File: src/rtl/wdg_pkg.sv
package wdg_pkg;

  // Width of the tick-source select field in the control register.
  localparam int TSEL_W     = 2;

  // Control register bit positions.
  localparam int CFG_EN_POS = 7;   // count enable
  localparam int CFG_RT_POS = 6;   // route timeout to reset output

  // Status register bit position of the timeout flag.
  localparam int FLAG_POS   = 6;

  typedef struct packed {
    logic              enable;
    logic              route;
    logic [TSEL_W-1:0] tick_sel;
  } wdg_cfg_t;

endpackage

File: src/rtl/wdg_regs.sv
module wdg_regs
  import wdg_pkg::*;
#(
  parameter int              ADDR_W      = 8,
  parameter int              DATA_W      = 8,
  parameter logic [ADDR_W-1:0] CTRL_ADDR   = 8'h10,
  parameter logic [ADDR_W-1:0] VALUE_ADDR  = 8'h11,
  parameter logic [ADDR_W-1:0] STATUS_ADDR = 8'h01
) (
  input  logic              clk,
  input  logic              rst,
  input  logic              bus_wr,
  input  logic              bus_rd,
  input  logic [ADDR_W-1:0] bus_addr,
  input  logic [DATA_W-1:0] bus_wdata,
  input  logic [DATA_W-1:0] cnt_i,
  input  logic              expire_i,
  output wdg_cfg_t          cfg_o,
  output logic              load_o,
  output logic [DATA_W-1:0] load_val_o,
  output logic              clear_o,
  output logic              flag_o,
  output logic [DATA_W-1:0] rdata_o
);

  logic hit_ctrl, hit_value, hit_status;
  logic flag_clr;
  logic [DATA_W-1:0] rd_mux;

  assign hit_ctrl   = (bus_addr == CTRL_ADDR);
  assign hit_value  = (bus_addr == VALUE_ADDR);
  assign hit_status = (bus_addr == STATUS_ADDR);

  // Keepalive reload and the status-read side effect.
  assign load_o     = bus_wr && hit_value;
  assign load_val_o = bus_wdata;
  assign clear_o    = bus_rd && hit_status;

  // Only a zero in the flag position clears the flag.
  assign flag_clr   = bus_wr && hit_status && !bus_wdata[FLAG_POS];

  // Configuration register: only the implemented fields are stored.
  always_ff @(posedge clk) begin
    if (rst) begin
      cfg_o <= '0;
    end else if (bus_wr && hit_ctrl) begin
      cfg_o.enable   <= bus_wdata[CFG_EN_POS];
      cfg_o.route    <= bus_wdata[CFG_RT_POS];
      cfg_o.tick_sel <= bus_wdata[TSEL_W-1:0];
    end
  end

  // Sticky flag: a timeout outranks a clearing write in the same cycle.
  always_ff @(posedge clk) begin
    if (rst) begin
      flag_o <= 1'b0;
    end else if (expire_i) begin
      flag_o <= 1'b1;
    end else if (flag_clr) begin
      flag_o <= 1'b0;
    end
  end

  // Read multiplexer, built from current state.
  always_comb begin
    rd_mux = '0;
    if (hit_ctrl) begin
      rd_mux[CFG_EN_POS]   = cfg_o.enable;
      rd_mux[CFG_RT_POS]   = cfg_o.route;
      rd_mux[TSEL_W-1:0]   = cfg_o.tick_sel;
    end else if (hit_value) begin
      rd_mux = cnt_i;
    end else if (hit_status) begin
      rd_mux[FLAG_POS] = flag_o;
    end
  end

  // Registered read data, held between reads.
  always_ff @(posedge clk) begin
    if (rst) begin
      rdata_o <= '0;
    end else if (bus_rd) begin
      rdata_o <= rd_mux;
    end
  end

endmodule

File: src/rtl/wdg_tick_sel.sv
module wdg_tick_sel
  import wdg_pkg::*;
#(
  parameter int NUM_TICK = 4
) (
  input  logic [NUM_TICK-1:0] tick_i,
  input  logic [TSEL_W-1:0]   sel_i,
  output logic                tick_o
);

  generate
    if (NUM_TICK == 1) begin : g_single
      // A single source is always the selected one.
      logic unused_sel;
      assign unused_sel = ^sel_i;
      assign tick_o = tick_i[0];
    end else begin : g_mux
      // Select codes with no source behind them yield no tick.
      always_comb begin
        tick_o = 1'b0;
        for (int i = 0; i < NUM_TICK; i++) begin
          if (sel_i == TSEL_W'(i)) tick_o = tick_i[i];
        end
      end
    end
  endgenerate

endmodule

File: src/rtl/wdg_counter.sv
module wdg_counter #(
  parameter int CNT_W = 8
) (
  input  logic             clk,
  input  logic             rst,
  input  logic             load_i,
  input  logic [CNT_W-1:0] load_val_i,
  input  logic             clear_i,
  input  logic             enable_i,
  input  logic             tick_i,
  output logic [CNT_W-1:0] cnt_o,
  output logic             expire_o
);

  logic step;

  // Zero is the stopped state: it never steps.
  assign step     = enable_i && tick_i && (cnt_o != '0);

  // The final step fires only when no reload or clear overrides it.
  assign expire_o = step && (cnt_o == CNT_W'(1)) && !load_i && !clear_i;

  always_ff @(posedge clk) begin
    if (rst) begin
      cnt_o <= '0;
    end else if (load_i) begin
      cnt_o <= load_val_i;
    end else if (clear_i) begin
      cnt_o <= '0;
    end else if (step) begin
      cnt_o <= cnt_o - CNT_W'(1);
    end
  end

endmodule

File: src/rtl/wdg_rst_pulse.sv
module wdg_rst_pulse #(
  parameter int PULSE_CYCLES = 16
) (
  input  logic clk,
  input  logic rst,
  input  logic fire_i,
  output logic rst_n_o
);

  localparam int PCNT_W = $clog2(PULSE_CYCLES + 1);

  logic [PCNT_W-1:0] left_q;

  // The output drops at the firing edge and returns high PULSE_CYCLES edges later.
  always_ff @(posedge clk) begin
    if (rst) begin
      left_q  <= '0;
      rst_n_o <= 1'b1;
    end else if (fire_i) begin
      left_q  <= PCNT_W'(PULSE_CYCLES);
      rst_n_o <= 1'b0;
    end else begin
      if (left_q != '0) left_q <= left_q - PCNT_W'(1);
      rst_n_o <= !(left_q > PCNT_W'(1));
    end
  end

endmodule

File: src/rtl/wdg_top.sv
module wdg_top
  import wdg_pkg::*;
#(
  parameter int                ADDR_W      = 8,
  parameter int                CNT_W       = 8,
  parameter int                NUM_TICK    = 4,
  parameter int                RST_CYCLES  = 16,
  parameter logic [ADDR_W-1:0] CTRL_ADDR   = 8'h10,
  parameter logic [ADDR_W-1:0] VALUE_ADDR  = 8'h11,
  parameter logic [ADDR_W-1:0] STATUS_ADDR = 8'h01
) (
  input  logic                clk,
  input  logic                rst,
  input  logic                bus_wr,
  input  logic                bus_rd,
  input  logic [ADDR_W-1:0]   bus_addr,
  input  logic [CNT_W-1:0]    bus_wdata,
  output logic [CNT_W-1:0]    bus_rdata,
  input  logic [NUM_TICK-1:0] tick_i,
  output logic                wdt_flag,
  output logic                wdt_rst_n
);

  wdg_cfg_t         cfg_w;
  logic             load_w;
  logic [CNT_W-1:0] load_val_w;
  logic             clear_w;
  logic [CNT_W-1:0] cnt_w;
  logic             expire_w;
  logic             tick_w;
  logic             fire_w;

  wdg_regs #(
    .ADDR_W     (ADDR_W),
    .DATA_W     (CNT_W),
    .CTRL_ADDR  (CTRL_ADDR),
    .VALUE_ADDR (VALUE_ADDR),
    .STATUS_ADDR(STATUS_ADDR)
  ) u_regs (
    .clk       (clk),
    .rst       (rst),
    .bus_wr    (bus_wr),
    .bus_rd    (bus_rd),
    .bus_addr  (bus_addr),
    .bus_wdata (bus_wdata),
    .cnt_i     (cnt_w),
    .expire_i  (expire_w),
    .cfg_o     (cfg_w),
    .load_o    (load_w),
    .load_val_o(load_val_w),
    .clear_o   (clear_w),
    .flag_o    (wdt_flag),
    .rdata_o   (bus_rdata)
  );

  wdg_tick_sel #(
    .NUM_TICK(NUM_TICK)
  ) u_tick_sel (
    .tick_i(tick_i),
    .sel_i (cfg_w.tick_sel),
    .tick_o(tick_w)
  );

  wdg_counter #(
    .CNT_W(CNT_W)
  ) u_counter (
    .clk       (clk),
    .rst       (rst),
    .load_i    (load_w),
    .load_val_i(load_val_w),
    .clear_i   (clear_w),
    .enable_i  (cfg_w.enable),
    .tick_i    (tick_w),
    .cnt_o     (cnt_w),
    .expire_o  (expire_w)
  );

  // Routing is taken from the configuration in force at the expiring edge.
  assign fire_w = expire_w && cfg_w.route;

  wdg_rst_pulse #(
    .PULSE_CYCLES(RST_CYCLES)
  ) u_rst_pulse (
    .clk    (clk),
    .rst    (rst),
    .fire_i (fire_w),
    .rst_n_o(wdt_rst_n)
  );

endmodule

File: config.mk
export PLATFORM = sky130hd
export DESIGN_NAME = wdg_top
export DESIGN_NICKNAME = d
export VERILOG_FILES = /design/src/rtl/wdg_pkg.sv /design/src/rtl/wdg_regs.sv /design/src/rtl/wdg_tick_sel.sv /design/src/rtl/wdg_counter.sv /design/src/rtl/wdg_rst_pulse.sv /design/src/rtl/wdg_top.sv
export SDC_FILE = /design/constraint.sdc
export NUM_CORES = 1
export LEC_CHECK = 0
export ABC_AREA = 1
export BUFFER_PORTS_ARGS = -buffer_cell sky130_fd_sc_hd__buf_2
export CORE_MARGIN = 2
export CORE_UTILIZATION = 25
export DETAILED_ROUTE_END_ITERATION = 6
export GPL_TIMING_DRIVEN = 1
export HOLD_SLACK_MARGIN = 0.02
export SLEW_MARGIN = 20
export SYNTH_ARGS = -nofsm -noshare
export SYNTH_HDL_FRONTEND = slang
export SYNTH_SLANG_ARGS = --single-unit
export TNS_END_PERCENT = 30
File: constraint.sdc
create_clock -name clk -period 1.85 [get_ports clk]
set_clock_uncertainty 0.2 [all_clocks]
set_input_delay 0.185 -clock clk [delete_from_list [all_inputs] [get_ports clk]]
set_output_delay 0.185 -clock clk [all_outputs]
set_load 0.02 [all_outputs]
==> results_dict.tcl <==
set metrics [dict create \
    outcome "complete, no violations" \
    layout_commonest_cell "nand2_1" \
    synth_cell_types 30 \
    critical_path_required_ps 1810 \
    synthFlopType "dfxtp_1" \
    dp_slack_ps 179 \
    port_buffers 33 \
    cts_made_buffers 3 \
    num_io_pins 34 \
    drv_cap 0 \
    worstSkewPairLatency_ps 270 \
    drive_above_1_share_pct 18.9 \
    dp.cells 359 \
    powerDensity_mw_per_mm2 737 \
    netSwitchingPower_uw 482 \
    cts_tree "built" \
    final_cell_mix "nand2_1 (57), nor2_1 (40), inv_1 (35)" \
    tightestPinTransition_ps 433 \
    dieArea_mm2 0.00725 \
    initial_core_util_pct 25.9 \
    clk_pin_slew_ps 100 \
    placed_area_mm2 0.00188 \
    crit_chain "inv_2, ha_1, nand2_1, nor2_2, nor2_2, nand2_4, nand2_2, inv_2, nor2_1, nor2_1" \
    slew_headroom_pct 71.1 \
    vias 1620 \
    fin_nets 322 \
    worstPathArrival_ps 1630 \
    slew_viol_final 0 \
    rsz0062_at_grt "false" \
    clkPwrFrac_pct 22.6 \
    p_comb_share_pct 30.5 \
    p_seq_share_pct 46.9 \
    synth_async_sr_flop_share_pct 0 \
    drtPass1Iterations 6 \
    place.gp.congestion 0.865 \
    final_area_mm2 0.00198 \
    holdCritPathClass "input pin to register" \
    hpwl_um 3170 \
    swShare_pct 33.1 \
    layout_setup_ws_ps 177 \
    clockBufferDepth 2 \
    avgSynthCellArea_um2 6.50 \
    drc_errors 0 \
    grt_antenna_before_repair 0 \
    htreeDepth 1 \
    grt_pass1_wl_um 6750 \
    worstSetupEndpointType "register" \
    track_usage_pct 11.1 \
    synth_area_mm2 0.00165 \
    diodes 0 \
    ant_nets 0 \
    die_w_um 85.1 \
    clkSinkCount 27 \
    final_hold_viol_count 0 \
    timing.final.crit_share_pct 90.5 \
    synth_edf_count 0 \
    cp_slowest_cell "dfxtp_1" \
    p_int_uw 975 \
    grt_pass1_vias 1566 \
    cp_max_fo 9 \
    leakagePower_nw 0.984 \
    grt_start_max_net_pins 15 \
    layout.cells.non_filler 368 \
    fp.coreArea_mm2 0.00635 \
    period_needed_ps 1670 \
    route.detailed.vias_per_inst 4.40 \
    setup_viol 0 \
    post_drt_wl_per_cell_um 10.7 \
    fmax_mhz 598 \
    overflow 0 \
    yosysSeqAreaShare_pct 32.9 \
    rows 29 \
    die_h_um 85.1 \
    ir_drop_v 0.000487 \
    startpoint_type "register" \
    worstSetupPathType "register to register" \
    ctsRootBufferMaster "clkbuf_8" \
    slowest_delay_ps 380 \
    finalPower_mw 1.46 \
    fin_setup_tns_ps 0 \
    syn_inst 253 \
    drt_iter0_drc 85 \
    area_growth_pct 20.3 \
    syn-num-nets 283 \
    wl_um 3940 \
    ys_ff_latch 27 \
    yosysWarnings 0 \
]
cells by family (layout without fill, tap and decap cells):
group | after synthesis | count (layout) | synth area share (%)
and+or+nand+nor | 137 | 137 | 38.0
buffers and inverters | 44 | 82 | 10.8
xor gates and xnor gates | 5 | 5 | 2.66
adders and majority gates | 6 | 6 | 4.56
DFF | 27 | 27 | 32.9
AOI/OAI and AO/OA | 34 | 34 | 11.1
cell type report:
type	count	area, µm²
Clock buffer	4	45.0
Fill cell	696	4370
Inverter	40	150
Multi-Input combinational cell	182	932
Sequential cell	27	541
Tap cell	77	96.3
Timing Repair Buffer	38	215
flip-flops by register name, indices dropped and copies added (netlist names):
signal,count
u_rst_pulse.left_q,5
u_rst_pulse.rst_n_o,1
u_counter.cnt_o,8
u_regs.cfg_o,4
u_regs.flag_o,1
u_regs.rdata_o,8
metrics by stage:
step	utilization, %	hold slack, ps
after floorplan	-	149
after global placement	29.6	255
after detailed placement	29.6	263
after CTS	31.1	25.8
after global routing	31.2	47.3
final	31.2	33.3
cell usage after synthesis, types with 2 or more instances:
library cell | count | area share [%]
dfxtp_1 | 27 | 33
a31oi_1 | 2 | 0.76
nand2_1 | 57 | 13
nand3b_1 | 2 | 0.91
nand2_4 | 2 | 1.4
o211ai_1 | 2 | 0.91
inv_2 | 4 | 0.91
nand3_1 | 22 | 6.7
nand2_2 | 2 | 0.76
ha_1 | 6 | 4.6
o21ai_0 | 12 | 3.7
nor2_2 | 4 | 1.5
a21oi_1 | 15 | 4.6
nor2_1 | 40 | 9.1
xor2_1 | 4 | 2.1
nand3_2 | 2 | 1.2
inv_1 | 36 | 8.2
o31ai_1 | 2 | 0.91
worst max-delay path: cells and delay by family (launching register included):
family,cells,cell delay (ps)
and+or+nand+nor,7,620
buffers and inverters,2,160
adders and majority gates,1,210
DFF,1,380
final timing paths:
path                      startpoint                 end  slack (ps)  depth (start not counted)
setup / recovery  u_counter.cnt_o[0]  u_counter.cnt_o[2]         180                         10
setup reg to reg  u_counter.cnt_o[0]  u_counter.cnt_o[2]         180                         10
hold reg to reg    u_regs.rdata_o[5]   u_regs.rdata_o[5]         270                          2
hold / removal          bus_wdata[3]  u_counter.cnt_o[3]          30                          5
power by group through the flow:
| stage | Clock [mW] | Sequential [mW] | Combinational (mW) |
|---|---|---|---|
| after global placement | 0 | 0.697 | 0.439 |
| after detailed placement | 0 | 0.698 | 0.445 |
| after floorplan | 0 | 0.708 | 0.323 |
| final | 0.329 | 0.684 | 0.445 |
| after CTS | 0.348 | 0.684 | 0.454 |
| after global routing | 0.363 | 0.693 | 0.528 |
timing repair:
item,4_1_cts,5_1_grt
gates resized for setup,0,2
endpoints found under the hold margin,2,0
setup endpoints to repair,0,6
hold buffers,5,0
setup buffers,0,0
routing by layer:
| layer | wire [µm] | part of all wire (%) | GRT usage [%] | vias to the layer above |
|---|---|---|---|---|
| li1 | - | - | - | 870 |
| met1 | 1880 | 48 | 14.2 | 720 |
| met2 | 1880 | 48 | 19.8 | 28 |
| met3 | 169 | 4.3 | 1.95 | 2 |
| met4 | 15 | 0.38 | 2.16 | 0 |
| met5 | 0 | 0 | 0 | - |
Note: power is estimated with default switching activity, not from simulation.
